[src/rtl/lmc_pkg.sv]
package lmc_pkg;
    typedef enum logic [1:0] {
        ST_FREE    = 2'd0,
        ST_PRELOCK = 2'd1,
        ST_LOCKED  = 2'd2,
        ST_HOLD    = 2'd3
    } lmc_state_e;

    localparam logic [1:0] HM_INSTANT = 2'd0;
    localparam logic [1:0] HM_AVERAGE = 2'd1;
endpackage

[src/rtl/lmc_fsm.sv]
module lmc_fsm
    import lmc_pkg::*;
#(
    parameter int LOCK_CW = 8
) (
    input  logic               clk,
    input  logic               rst,
    input  logic               ref_valid,
    input  logic               lock_det,
    input  logic               tick,
    input  logic               sw_manual,
    input  logic [1:0]         sw_state,
    input  logic [LOCK_CW-1:0] cfg_lock_ticks,
    input  logic               irq_clr,
    output lmc_state_e         state_o,
    output logic               irq_o
);
    typedef struct packed {
        lmc_state_e         st;
        logic [LOCK_CW-1:0] cnt;
        logic               irq;
    } fsm_regs_t;

    fsm_regs_t q, d;
    logic [LOCK_CW:0] target;
    logic [LOCK_CW:0] cnt_inc;

    always_comb begin
        d       = q;
        target  = (cfg_lock_ticks == '0) ? (LOCK_CW+1)'(1) : {1'b0, cfg_lock_ticks};
        cnt_inc = {1'b0, q.cnt} + (LOCK_CW+1)'(1);
        if (sw_manual) begin
            d.st  = lmc_state_e'(sw_state);
            d.cnt = '0;
        end else begin
            case (q.st)
                ST_FREE: begin
                    if (ref_valid) d.st = ST_PRELOCK;
                end
                ST_PRELOCK: begin
                    if (!ref_valid) begin
                        d.st = ST_FREE;
                    end else if (!lock_det) begin
                        d.cnt = '0;
                    end else if (tick) begin
                        if (cnt_inc >= target) d.st = ST_LOCKED;
                        else                   d.cnt = cnt_inc[LOCK_CW-1:0];
                    end
                end
                ST_LOCKED: begin
                    if (!ref_valid)     d.st = ST_HOLD;
                    else if (!lock_det) d.st = ST_PRELOCK;
                end
                default: begin
                    if (ref_valid) d.st = ST_PRELOCK;
                end
            endcase
        end
        if (d.st != q.st) begin
            d.irq = 1'b1;
            d.cnt = '0;
        end else if (irq_clr) begin
            d.irq = 1'b0;
        end
    end

    always_ff @(posedge clk) begin
        if (rst) begin
            q.st  <= ST_FREE;
            q.cnt <= '0;
            q.irq <= 1'b0;
        end else begin
            q <= d;
        end
    end

    assign state_o = q.st;
    assign irq_o   = q.irq;

    assert_free_to_prelock_R2: assert property (@(posedge clk) disable iff (rst)
        (q.st == ST_FREE && ref_valid && !sw_manual) |=> (q.st == ST_PRELOCK));

    assert_locked_loss_hold_R4: assert property (@(posedge clk) disable iff (rst)
        (q.st == ST_LOCKED && !ref_valid && !sw_manual) |=> (q.st == ST_HOLD));

    assert_hold_return_R5: assert property (@(posedge clk) disable iff (rst)
        (q.st == ST_HOLD && ref_valid && !sw_manual) |=> (q.st == ST_PRELOCK));

    assert_manual_follow_R11: assert property (@(posedge clk) disable iff (rst)
        sw_manual |=> (q.st == $past(lmc_state_e'(sw_state))));

    assert_change_sets_irq_R12: assert property (@(posedge clk) disable iff (rst)
        (q.st != $past(q.st)) |-> q.irq);
endmodule

[src/rtl/lmc_avg.sv]
module lmc_avg #(
    parameter int FW       = 16,
    parameter int AVG_LOG2 = 4
) (
    input  logic          clk,
    input  logic          rst,
    input  logic          run,
    input  logic          tick,
    input  logic [FW-1:0] freq_in,
    output logic [FW-1:0] avg_o,
    output logic          valid_o
);
    localparam int AW = FW + AVG_LOG2;
    localparam int NS = 1 << AVG_LOG2;
    localparam logic [AVG_LOG2:0] CNT_FULL = (AVG_LOG2+1)'(NS);

    typedef struct packed {
        logic [AW-1:0]     acc;
        logic [AVG_LOG2:0] cnt;
        logic [FW-1:0]     avg;
        logic              valid;
    } avg_regs_t;

    avg_regs_t q, d;

    always_comb begin
        d = q;
        if (!run) begin
            d.acc = '0;
            d.cnt = '0;
        end else if (tick) begin
            if (q.cnt == CNT_FULL) begin
                d.avg   = q.acc[AW-1:AVG_LOG2];
                d.valid = 1'b1;
            end
            d.acc = '0;
            d.cnt = '0;
        end else if (q.cnt != CNT_FULL) begin
            d.acc = q.acc + AW'(freq_in);
            d.cnt = q.cnt + (AVG_LOG2+1)'(1);
        end
    end

    always_ff @(posedge clk) begin
        if (rst) begin
            q.acc   <= '0;
            q.cnt   <= '0;
            q.avg   <= '0;
            q.valid <= 1'b0;
        end else begin
            q <= d;
        end
    end

    assign avg_o   = q.avg;
    assign valid_o = q.valid;

    assert_avg_frozen_R9: assert property (@(posedge clk) disable iff (rst)
        !run |=> $stable(q.avg));

    assert_publish_on_tick_R8: assert property (@(posedge clk) disable iff (rst)
        !$stable(q.valid) |-> $past(run && tick));
endmodule

[src/rtl/lmc_hold_sel.sv]
module lmc_hold_sel
    import lmc_pkg::*;
#(
    parameter int FW = 16
) (
    input  logic          clk,
    input  logic          rst,
    input  lmc_state_e    state,
    input  logic [1:0]    hold_mode,
    input  logic [FW-1:0] freq_in,
    input  logic [FW-1:0] freerun_word,
    input  logic [FW-1:0] avg,
    input  logic          avg_valid,
    output logic [FW-1:0] freq_out
);
    typedef struct packed {
        logic [FW-1:0] inst;
    } sel_regs_t;

    sel_regs_t q, d;

    always_comb begin
        d = q;
        if (state == ST_LOCKED) d.inst = freq_in;
    end

    always_ff @(posedge clk) begin
        if (rst) q.inst <= '0;
        else     q <= d;
    end

    always_comb begin
        case (state)
            ST_FREE:    freq_out = freerun_word;
            ST_PRELOCK,
            ST_LOCKED:  freq_out = freq_in;
            default: begin
                if (hold_mode == HM_INSTANT)                   freq_out = q.inst;
                else if (hold_mode == HM_AVERAGE && avg_valid) freq_out = avg;
                else                                           freq_out = freerun_word;
            end
        endcase
    end

    assert_inst_frozen_R7: assert property (@(posedge clk) disable iff (rst)
        (state != ST_LOCKED) |=> $stable(q.inst));
endmodule

[src/rtl/loop_mode_ctrl.sv]
module loop_mode_ctrl
    import lmc_pkg::*;
#(
    parameter int FW       = 16,
    parameter int AVG_LOG2 = 4,
    parameter int LOCK_CW  = 8
) (
    input  logic               clk,
    input  logic               rst,
    input  logic               ref_valid,
    input  logic               lock_det,
    input  logic               tick_1s,
    input  logic [FW-1:0]      freq_in,
    input  logic               sw_manual,
    input  logic [1:0]         sw_state,
    input  logic [1:0]         sw_hold_mode,
    input  logic [LOCK_CW-1:0] cfg_lock_ticks,
    input  logic [FW-1:0]      cfg_freerun_word,
    input  logic               sw_irq_clr,
    output logic [1:0]         state,
    output logic [FW-1:0]      freq_out,
    output logic               irq_state_chg
);
    lmc_state_e    st;
    logic [FW-1:0] avg_word;
    logic          avg_ok;

    lmc_fsm #(.LOCK_CW(LOCK_CW)) u_fsm (
        .clk            (clk),
        .rst            (rst),
        .ref_valid      (ref_valid),
        .lock_det       (lock_det),
        .tick           (tick_1s),
        .sw_manual      (sw_manual),
        .sw_state       (sw_state),
        .cfg_lock_ticks (cfg_lock_ticks),
        .irq_clr        (sw_irq_clr),
        .state_o        (st),
        .irq_o          (irq_state_chg)
    );

    lmc_avg #(.FW(FW), .AVG_LOG2(AVG_LOG2)) u_avg (
        .clk     (clk),
        .rst     (rst),
        .run     (st == ST_LOCKED),
        .tick    (tick_1s),
        .freq_in (freq_in),
        .avg_o   (avg_word),
        .valid_o (avg_ok)
    );

    lmc_hold_sel #(.FW(FW)) u_sel (
        .clk          (clk),
        .rst          (rst),
        .state        (st),
        .hold_mode    (sw_hold_mode),
        .freq_in      (freq_in),
        .freerun_word (cfg_freerun_word),
        .avg          (avg_word),
        .avg_valid    (avg_ok),
        .freq_out     (freq_out)
    );

    assign state = st;

    assert_reset_free_R1: assert property (@(posedge clk)
        $past(rst) |-> (st == ST_FREE && !irq_state_chg));
endmodule

[config.mk]
export PLATFORM = sky130hd
export DESIGN_NAME = loop_mode_ctrl
export DESIGN_NICKNAME = d
export VERILOG_FILES = /design/src/rtl/lmc_pkg.sv /design/src/rtl/lmc_fsm.sv /design/src/rtl/lmc_avg.sv /design/src/rtl/lmc_hold_sel.sv /design/src/rtl/loop_mode_ctrl.sv
export SDC_FILE = /design/constraint.sdc
export NUM_CORES = 1
export LEC_CHECK = 0
export ABC_AREA = 1
export BUFFER_PORTS_ARGS = -buffer_cell sky130_fd_sc_hd__buf_2
export CAP_MARGIN = 5
export CORE_AREA = 5 5 103 105
export DETAILED_ROUTE_END_ITERATION = 12
export DIE_AREA = 0 0 108 110
export HOLD_SLACK_MARGIN = 0.06
export PLACE_DENSITY = 0.74
export SKIP_CTS_REPAIR_TIMING = 1
export SLEW_MARGIN = 40
export SYNTH_ARGS = -nofsm -noshare
export SYNTH_HDL_FRONTEND = slang
export SYNTH_SLANG_ARGS = --single-unit
[constraint.sdc]
create_clock -name clk -period 2.13 [get_ports clk]
set_input_delay 0.213 -clock clk [delete_from_list [all_inputs] [get_ports clk]]
set_output_delay 0.213 -clock clk [all_outputs]
set_load 0.005 [all_outputs]
# After elaboration in Yosys (flattened, before gate mapping)
# Cells that the tools add are included.
# totals
elab_cells	50
input_bits	51
output_inout_bits	19
register_bits	69
# op_classes
mux	19
n_eq_ne	8
n_reduce_logical	10
bitwise_logic	1
order_cmp	1
addsub	3
# ops
cell	n
$mux W8	5
$mux W16	2
$pmux W16 S2	1
$add A20 B16 Y20	1
$mux W10	2
$mux W2	6
$add A8 B1 Y9 const B	1
$ge A9 B9 Y1	1
$logic_not A8 Y1	1
$reduce_or A3 Y1	2
$add A5 B1 Y5 const B	1
$eq A5 B5 Y1 const B	1
$ne A5 B5 Y1 const B	1
$eq A2 B1 Y1 const B	2
$logic_not A2 Y1	2
$pmux W2 S2	1
$reduce_and A4 Y1	1
$reduce_and A3 Y1	1
$eq A2 B2 Y1 const B	1
$mux W1	2
$ne A2 B1 Y1 const B	1
$ne A2 B2 Y1	1
$ne A2 B2 Y1 const B	1
$reduce_bool A2 Y1	1
3 further kinds	3

# Logic depth before layout (Yosys ltp)
# Gate-level depths: netlist of the first run.
# depth
depth_word	11
mapped_depth	24
ltp_nobuf	24

# Modules after synthesis
# Synthesis of the first run repeated with hierarchy kept, for this count alone.
# unflattened
cells_unflattened	818
hier_area_um2	5266.3
# modules_own_cells
mod	area_per_inst_um2	cells_per_inst	instances	seq_area_each_um2
lmc_avg	2776.4	423	1	840.8
lmc_hold_sel	1452.6	240	1	320.3
lmc_fsm	1027.2	153	1	220.2
loop_mode_ctrl	10.0	2	1	0.0

# Least setup slack after synthesis of the first run
# OpenSTA, ideal clock, no wires.
# synth_path
kind	reg-to-reg
startpoint	register u_fsm.q[1] in the netlist's numbering
endpoint	register u_fsm.q (netlist bit u_fsm.irq_o)
path_slack_ns	-0.120
setup_ns	0.111
path_buffers	0
stages_incl_launch_ff	23
synth_period_minus_slack_ns	2.250
t_required_ns	2.019
arrival_time_ns	2.138
path_cell_list	dfxtp_1 -> ha_1 -> nand3_2 -> xnor2_1 -> ha_1 -> nand2_1 -> inv_1 -> nand2_1 -> nand3_1 -> nand2_1 -> nand2_1 -> nand2_1 -> nand2_1 -> nand2_1 -> nand2_1 -> nand2_1 -> nand2_1 -> nand2_1 -> nand2_1 -> nand2_2 -> nand3_1 -> nor2_1 -> nor2_1
# synth_between
elab_chain_len	10
word_cells_on_any_way	11
cone_classes	1 x add/sub; 1 x order compare; 1 x eq/ne; 7 x mux; 1 x reduce/logical
# synth_rtl
item	line	text
start: declaration	lmc_fsm.sv:24	fsm_regs_t q, d;
$add A8 B1 Y9 (*)	lmc_fsm.sv:31	cnt_inc = {1'b0, q.cnt} + (LOCK_CW+1)'(1);
$ge A9 B9 Y1 (*)	lmc_fsm.sv:46	if (cnt_inc >= target) d.st = ST_LOCKED;
$mux W2 (*)	lmc_fsm.sv:46	
$mux W10 (*)	lmc_fsm.sv:45	end else if (tick) begin
$mux W2 (*)	lmc_fsm.sv:43	end else if (!lock_det) begin
$mux W2 (*)	lmc_fsm.sv:41	if (!ref_valid) begin
$pmux W2 S2 (*)	lmc_fsm.sv:36	case (q.st)
$mux W10 (*)	lmc_fsm.sv:32	if (sw_manual) begin
$ne A2 B2 Y1 (*)	lmc_fsm.sv:59	if (d.st != q.st) begin
$mux W1 / $reduce_bool A2 Y1 (equally long branches)	--	
# Every way passes the cells marked *; elsewhere a longest branch is shown, timed or not. The select of a mux whose other input is x is not followed.
# A chain may end at the register's enable or synchronous reset.

# Worst setup path after layout of the first run
# layout_path
startpoint	register u_fsm.q[1] in the netlist's numbering
endpoint	register u_fsm.q[3] in the netlist's numbering
# layout_between
elab_chain_len	10
word_cells_on_any_way	14
cone_classes	1 x add/sub; 1 x order compare; 2 x eq/ne; 8 x mux; 2 x reduce/logical
# layout_rtl
item	line
$add A8 B1 Y9 (*)	lmc_fsm.sv:31
$ge A9 B9 Y1	lmc_fsm.sv:46
$mux W2	lmc_fsm.sv:46
$mux W10	lmc_fsm.sv:45
$mux W2	lmc_fsm.sv:43
$mux W2	lmc_fsm.sv:41
$pmux W2 S2	lmc_fsm.sv:36
$mux W10	lmc_fsm.sv:32
$ne A2 B2 Y1	lmc_fsm.sv:59
$reduce_or A3 Y1 (no source line)	--
# Marks and branches as above.

==> results of run 1 <==
==> flip-flops by register name (all words and copies together) (netlist names) <==
signal,count
u_avg.avg_o,16
u_avg.q,25
u_avg.valid_o,1
u_fsm.irq_o,1
u_fsm.q,8
u_fsm.state_o,2
u_sel.q,16
==> cell usage in the layout, fill, tap and decap left out, drive strengths merged, types with 2 or more instances in the layout <==
cell    instances
bufinv          2
nand4           3
a21oi          49
inv            80
or2             2
buf            99
a31oi          18
nor2           63
clkbuf         11
o21a            3
nand3          18
nor3            6
nand2         147
dfxtp          69
xnor2           6
nor4            2
o21bai          5
xor2           10
o21ai          79
ha             31
a221oi         16
==> area by class of cell <==
| type | count | area, µm² |
|---|---|---|
| Sequential cell | 69 | 1400 |
| Timing Repair Buffer | 99 | 578 |
| Clock buffer | 11 | 141 |
| Multi-Input combinational cell | 466 | 2800 |
| Clock inverter | 5 | 81.3 |
| Inverter | 78 | 293 |
| Fill cell | 871 | 4090 |
| Tap cell | 133 | 166 |
==> synth_stat cells, drive strengths merged <==
| master | instances |
|---|---|
| buf | 5 |
| o21bai | 5 |
| fa | 1 |
| o21a | 3 |
| nor2 | 63 |
| inv | 78 |
| o211ai | 1 |
| a21o | 1 |
| nand3 | 18 |
| clkbuf | 24 |
| o2111ai | 1 |
| a21oi | 49 |
| xnor2 | 6 |
| o21ai | 79 |
| nand2 | 147 |
| a31oi | 18 |
| dfxtp | 69 |
| nor3 | 6 |
| a41o | 1 |
| xor2 | 10 |
| a221oi | 16 |
| ha | 31 |
| a211oi | 1 |
| or2 | 2 |
| nand4 | 3 |
| a21boi | 1 |
| nor4 | 2 |
| o221ai | 1 |
==> kinds of logic after synthesis <==
kind of cell             after synthesis  synth area share
AND/OR/NAND/NOR                      241             0.226
flip-flops                            69             0.315
adder cells (fa/ha/maj)               32            0.0931
buffers and inverters                107            0.0942
XOR/XNOR                              16            0.0320
AO/OA/AOI/OAI                        177             0.239
==> per-layer routing <==
| layer | GRT usage | vias to the layer above | share of wire |
|---|---|---|---|
| met2 | 0.345 | 161 | 0.46 |
| met3 | 0.0297 | 16 | 0.076 |
| met4 | 0.0794 | 0 | 0.016 |
| met1 | 0.270 | 2099 | 0.44 |
| met5 | 0 | - | 0 |
| li1 | - | 2300 | - |
==> power groups by stage <==
| stage | Sequential (mW) | Clock [mW] | Combinational (mW) |
|---|---|---|---|
| final | 1.35 | 1.20 | 0.658 |
| after global routing | 1.36 | 1.27 | 0.730 |
| after CTS | 1.35 | 1.21 | 0.599 |
| after detailed placement | 1.38 | 0 | 0.596 |
| after global placement | 1.38 | 0 | 0.578 |
| after floorplan | 1.38 | 0 | 0.365 |
==> metrics by stage <==
stage	power (mW)	worst slack [ns]	std cells	setup TNS, ns
after global routing	3.36	-0.550	861	-5.39
final	3.21	-0.298	861	-2.60
after global placement	1.96	-0.161	840	-1.42
after detailed placement	1.98	-0.299	840	-2.71
after CTS	3.17	-0.311	856	-4.40
after floorplan	1.74	-0.0200	642	-0.121
==> how the worst max path moves through the flow <==
stage               slack (ns)                        to
global placement         -0.16   u_fsm.q[1]$_SDFFE_PP0P_
floorplan                -0.02  u_fsm.irq_o$_SDFFE_PP0P_
CTS                      -0.31   u_fsm.q[4]$_SDFFE_PP0P_
finish                   -0.30   u_fsm.q[3]$_SDFFE_PP0P_
global route             -0.55   u_fsm.q[4]$_SDFFE_PP0P_
detailed placement       -0.30   u_fsm.q[4]$_SDFFE_PP0P_
==> summary.md, run 1 <==
| Metric | Value |
|---|---|
| Power Density | between 500 and 600 nW/µm² |
| Warnings, synthesis | 0 |
| Worst-skew pair later-pin latency | 0.35 ns |
| Register-to-register setup slack | -0.30 ns |
| I/O pin cnt | 70 |
| Final WS setup | -0.298 ns |
| Antenna-violating nets left | 0 |
| R2r endpoint | u_fsm.q[3]$_SDFFE_PP0P_ |
| First-pass GRT wire length | 19,500 µm |
| Area leader, netlist | dfxtp_1 |
| Sw frac | 0.286 |
| Maximum VDD drop | 319 µV |
| Syn nets | about 730 |
| CTS tree | yes |
| Max-Cap Viols | 0 |
| Worst-path clk slew | 0.07 ns |
| Placed cell area | 5010 µm² |
| Synth top area share | 0.315 |
| Actual slew at the worst max-slew pin | 0.552 ns |
| CP cell instances | ha_4, xor2_1, ha_1, nand2_1, nand2_1, nand2_1, nand3_1, nand2_1, nand2_1, nand2_2, nand2_1, nand2_1, nand2_1, nand2_1, nand2_2, nand2_1, nand2_1, nand2_2, nand4_4, nor2_1 |
| Pins Over Slew Limit | 0 |
| Final wirelength | 12,200 µm |
| CP bufs+invs | 0 |
| Antenna Diode Count | 0 |
| Vias per Instance | approximately 5.3 |
| Achievable frequency | 412 MHz |
| Hold Path Cell Cnt | 2 |
| Critical Path Fanout Max | 8 |
| Status | finished with violations |
| Cts bufs inserted | 9 |
| FF+latch count, synth | between 60 and 70 |
| Clock buffer depth | 2 |
| # rows | 36 |
| Final min period | 2.43 ns |
| IO Port Bufs | 69 |
| Hold Fails Final Rpt | 0 |
| R2r worst-path depth | 20 |
| Die Ht | 110 µm |
| WHS Endpoint | u_fsm.state_o[1]$_SDFF_PP0_ |
| WP depth | 20 |
| Routed via count | 4,576 |
| Unique masters post-synth | 38 |
| Launching point of the worst reg2reg path | u_fsm.q[1]$_SDFFE_PP0P_ |
| Switching power | 918 µW |
| Min-delay worst type | input pin to register |
| Final HPWL DP | 9070 µm |
| Relative slew margins | 0.632 |
| Synth area leaders | dfxtp_1, nand2_1, ha_1, o21ai_0, inv_1 |
| Sequential Power Share | 0.421 |
| Synthesized area | 4380 µm² |
| CP Launch Type | register |
| Core area | 9550 µm² |
| Vias in the first global route | 4,200 |
| Largest stage delay, worst path | 0.38 ns |
| Full die area | 11,900 µm² |
| Unrepaired setup endpoints after global routing | yes |
| Slowest CP cell | dfxtp_4 |
| First DRT Iteration DRCs | 460 |
| DRC | 0 |
| Pleak | 2.60 nW |
| Delay-heaviest family, CP | simple AND/OR/NAND/NOR gates |
| Mean Syn Cell Area | around 7 µm² |
| Ratio of cells with drive above 1 in the final layout | 0.246 |
| Crit path DAT | about 2.7 ns |
| Cell count after synthesis | between 600 and 700 |
| DR pass1 iterations | 5 |
| Data required, critical path | 2.40 ns |
| Final setup fails | 10 |
| Worst setup path start | u_fsm.q[1]$_SDFFE_PP0P_ |
| Final Cell Area | 5460 µm² |
| Clk_skew | 0.0108 ns |
| Layout Nets | 806 |
| Hold slack | 0.130 ns |
| CTS H-tree lvls | 3 |
| Post-synthesis sequential area ratio | 0.315 |
| Comb power frac | 0.205 |
| Clock network power share | 0.374 |
| Largest net degree at the start of global routing | 34 |
| Layout area overhead | 24.7% |
| Internal power | 2.29 mW |
| Initial antenna violation count | 0 |
| Starting Density | 0.459 |
| WS Path Type | register to register |
| Chip width | 108 µm |
| Endpoint type of the worst setup path | register |
| Fin util | 0.572 |
| Global Route Usage Sum | 0.206 |
| Wire per inst | 14.2 µm |
| Failing checks | setup timing |
| Clock sinks | just under 70 |
| HP Start | rst |
| Top cell by count, worst path | nand2_1 |
| Total grt overflow | 0 |
| Clock root buffer | clkbuf_8 |
| Fin crit share | 1.14 |
| RePlAce Congestion | 0.889 |
(Power assumes the default switching activity.)
==> run 2: changes to the inputs <==
--- a/config.mk
+++ b/config.mk
@@ -12,7 +12,7 @@
 export DETAILED_ROUTE_END_ITERATION = 12
 export DIE_AREA = 0 0 108 110
 export HOLD_SLACK_MARGIN = 0.06
-export PLACE_DENSITY = 0.74
+export PLACE_DENSITY = 0.8
 export SKIP_CTS_REPAIR_TIMING = 1
 export SLEW_MARGIN = 40
 export SYNTH_ARGS = -nofsm -noshare
==> run 2 against run 1 <==
The flow still finishes with violations (setup timing). Clock skew down 0.0040 ns. Routed wire length is 0.26% lower. Global-route usage fell by 0.57 points.
==> summary.md, run 2 (synthesis gave the netlist of run 1 again) <==
| Metric | Value |
|---|---|
| Delay-heaviest family, CP | simple AND/OR/NAND/NOR gates (unchanged) |
| Routed via count | 4,605 (was 4,576) |
| Unrepaired setup endpoints after global routing | yes (unchanged) |
| Starting Density | 0.459 (unchanged) |
| Total grt overflow | 0 (unchanged) |
| CTS tree | yes (unchanged) |
| Full die area | 11,900 µm² (unchanged) |
| Clk_skew | 0.00681 ns (was 0.0108 ns) |
| Final Cell Area | 5380 µm² (was 5460 µm²) |
| Power Density | 566 nW/µm² (was 588 nW/µm²) |
| Max-Cap Viols | 0 (unchanged) |
| Largest stage delay, worst path | 0.38 ns (about the same) |
| Clock buffer depth | 2 (unchanged) |
| Vias in the first global route | 4,169 (was 4,200) |
| Pleak | 2.57 nW (was 2.60 nW) |
| Vias per Instance | 5.35 (was 5.31) |
| First-pass GRT wire length | 19,100 µm (was 19,500 µm) |
| Crit path DAT | 2.73 ns (was 2.70 ns) |
| RePlAce Congestion | 0.933 (was 0.889) |
| Initial antenna violation count | 0 (unchanged) |
| Wire per inst | 14.2 µm (about the same) |
| Endpoint type of the worst setup path | register (unchanged) |
| R2r worst-path depth | 16 (was 20) |
| Clock sinks | 69 (unchanged) |
| Global Route Usage Sum | 0.200 (was 0.206) |
| CP bufs+invs | 3 (was 0) |
| Commonest non-fill, non-tap cell in the layout | nand2_1 (unchanged) |
| Critical Path Fanout Max | 16 (was 8) |
| Final WS setup | -0.329 ns (was -0.298 ns) |
| Relative slew margins | 0.624 (was 0.632) |
| DRC | 0 (unchanged) |
| I/O pin cnt | 70 (unchanged) |
| Worst-skew pair later-pin latency | 0.34 ns (was 0.35 ns) |
| IO Port Bufs | 69 (unchanged) |
| WS Path Type | register to register (unchanged) |
| Placed cell area | 5020 µm² (was 5010 µm²) |
| DR pass1 iterations | 6 (was 5) |
| Largest Register | u_avg.q (unchanged) |
| Clock root buffer | clkbuf_8 (unchanged) |
| Ratio of cells with drive above 1 in the final layout | 0.231 (was 0.246) |
| Status | finished with violations (unchanged) |
| Final wirelength | 12,200 µm (about the same) |
| WP depth | 16 (was 20) |
| Dpl cells | 839 (was 840) |
| Pins Over Slew Limit | 0 (unchanged) |
| Achievable frequency | 407 MHz (was 412 MHz) |
| Maximum VDD drop | 391 µV (was 319 µV) |
| Most frequent cells in the layout | nand2_1, o21ai_0, inv_1 (unchanged) |
| Layout area overhead | 22.7% (was 24.7%) |
| Die Ht | 110 µm (unchanged) |
| # rows | 36 (unchanged) |
| Worst-path clk slew | 0.07 ns (about the same) |
| Antenna Diode Count | 0 (unchanged) |
| Cts bufs inserted | 9 (unchanged) |
| Chip width | 108 µm (unchanged) |
| Data required, critical path | 2.40 ns (about the same) |
| CP cell instances | ha_4, nand3_4, nor2_2, xor2_1, ha_1, a21oi_1, nand2_1, nand2_1, buf_4, nand3_1, a21oi_2, buf_12, nand3_1, o21ai_0, inv_1, nor2_1 (was ha_4, xor2_1, ha_1, nand2_1, nand2_1, nand2_1, nand3_1, nand2_1, nand2_1, nand2_2, nand2_1, nand2_1, nand2_1, nand2_1, nand2_2, nand2_1, nand2_1, nand2_2, nand4_4, nor2_1) |
| Min-delay worst type | input pin to register (unchanged) |
| Final setup fails | 10 (unchanged) |
| Slowest CP cell | dfxtp_4 (unchanged) |
| Antenna-violating nets left | 0 (unchanged) |
| Largest net degree at the start of global routing | 34 (unchanged) |
| First DRT Iteration DRCs | 310 (was 460) |
| Hold Fails Final Rpt | 0 (unchanged) |
| Final HPWL DP | 9180 µm (was 9070 µm) |
| CP Launch Type | register (unchanged) |
| Layout Nets | 805 (was 806) |
| Core area | 9550 µm² (unchanged) |
| Max reg flops | 25 (unchanged) |
| Final non-filler cell total | 860 (was 861) |
| Failing checks | setup timing (unchanged) |
| Actual slew at the worst max-slew pin | 0.563 ns (was 0.552 ns) |
| Final min period | 2.46 ns (was 2.43 ns) |
| Hold Path Cell Cnt | 3 (was 2) |
| CTS H-tree lvls | 3 (unchanged) |
| Fin crit share | 1.15 (was 1.14) |
## run 2: cell types whose count changed in the layout (fill, tap and decap cells not counted), moves of 2 or more
cell,delta
a221oi_1,+9
a221oi_2,-10
clkinv_2,+2
ha_1,-3
ha_2,+3
inv_4,-2
## run 2: area by class of cell
type / count / area (µm²)
clock buffers: 12 / 145
clock inverters: 4 / 47.5
fillers: 903 / 4170
inverters: 78 / 293
multi-input cells: 466 / 2750
flip-flops and latches: 69 / 1400
well taps: 133 / 166
repair buffers: 98 / 579
## run 2: worst paths after layout
path	start	to	slack (ns)
hold reg to reg	u_avg.avg_o[12]$_SDFFE_PP0P_	u_avg.avg_o[12]$_SDFFE_PP0P_	0.46
hold / removal	freq_in[11]	u_sel.q[11]$_SDFFE_PP0N_	0.15
setup reg to reg	u_fsm.q[1]$_SDFFE_PP0P_	u_fsm.q[1]$_SDFFE_PP0P_	-0.33
setup / recovery	u_fsm.q[1]$_SDFFE_PP0P_	u_fsm.q[1]$_SDFFE_PP0P_	-0.33
## run 2: worst reg2reg max path, stage by stage, from the launching register on
cell and delay [ns]:
dfxtp_4 0.38, ha_4 0.15, nand3_4 0.08, nor2_2 0.13, xor2_1 0.24, ha_1 0.29, a21oi_1 0.14, nand2_1 0.07
nand2_1 0.08, buf_4 0.10, nand3_1 0.07, a21oi_2 0.19, buf_12 0.15, nand3_1 0.07, o21ai_0 0.09, inv_1 0.06
nor2_1 0.10
## run 2: stage by stage
step | setup TNS (ns) | hold WS, ns | power (mW) | setup slack, ns | utilization
6_report | -2.90 | 0.150 | 3.04 | -0.329 | 0.563
4_1_cts | -3.93 | 0.131 | 3.02 | -0.262 | 0.546
2_1_floorplan | -0.121 | 0.282 | 1.74 | -0.0200 | -
3_3_place_gp | -1.32 | 0.442 | 1.97 | -0.144 | 0.526
3_5_place_dp | -2.23 | 0.447 | 1.99 | -0.247 | 0.526
5_1_grt | -5.24 | 0.132 | 3.19 | -0.543 | 0.563
## run 2: routing by layer
| metal | global-route usage | part of all wire |
|---|---|---|
| met1 | 0.245 | 0.42 |
| met5 | 0 | 0 |
| met2 | 0.346 | 0.49 |
| met3 | 0.0483 | 0.068 |
| met4 | 0.0676 | 0.022 |
## run 2: where the power goes
part / internal, mW / total (mW) / leakage [nW] / switching, mW
logic: 0.269 / 0.647 / 1.91 / 0.378
registers: 1.33 / 1.35 / 0.563 / 0.0266
clock network: 0.569 / 1.04 / 0.0964 / 0.471
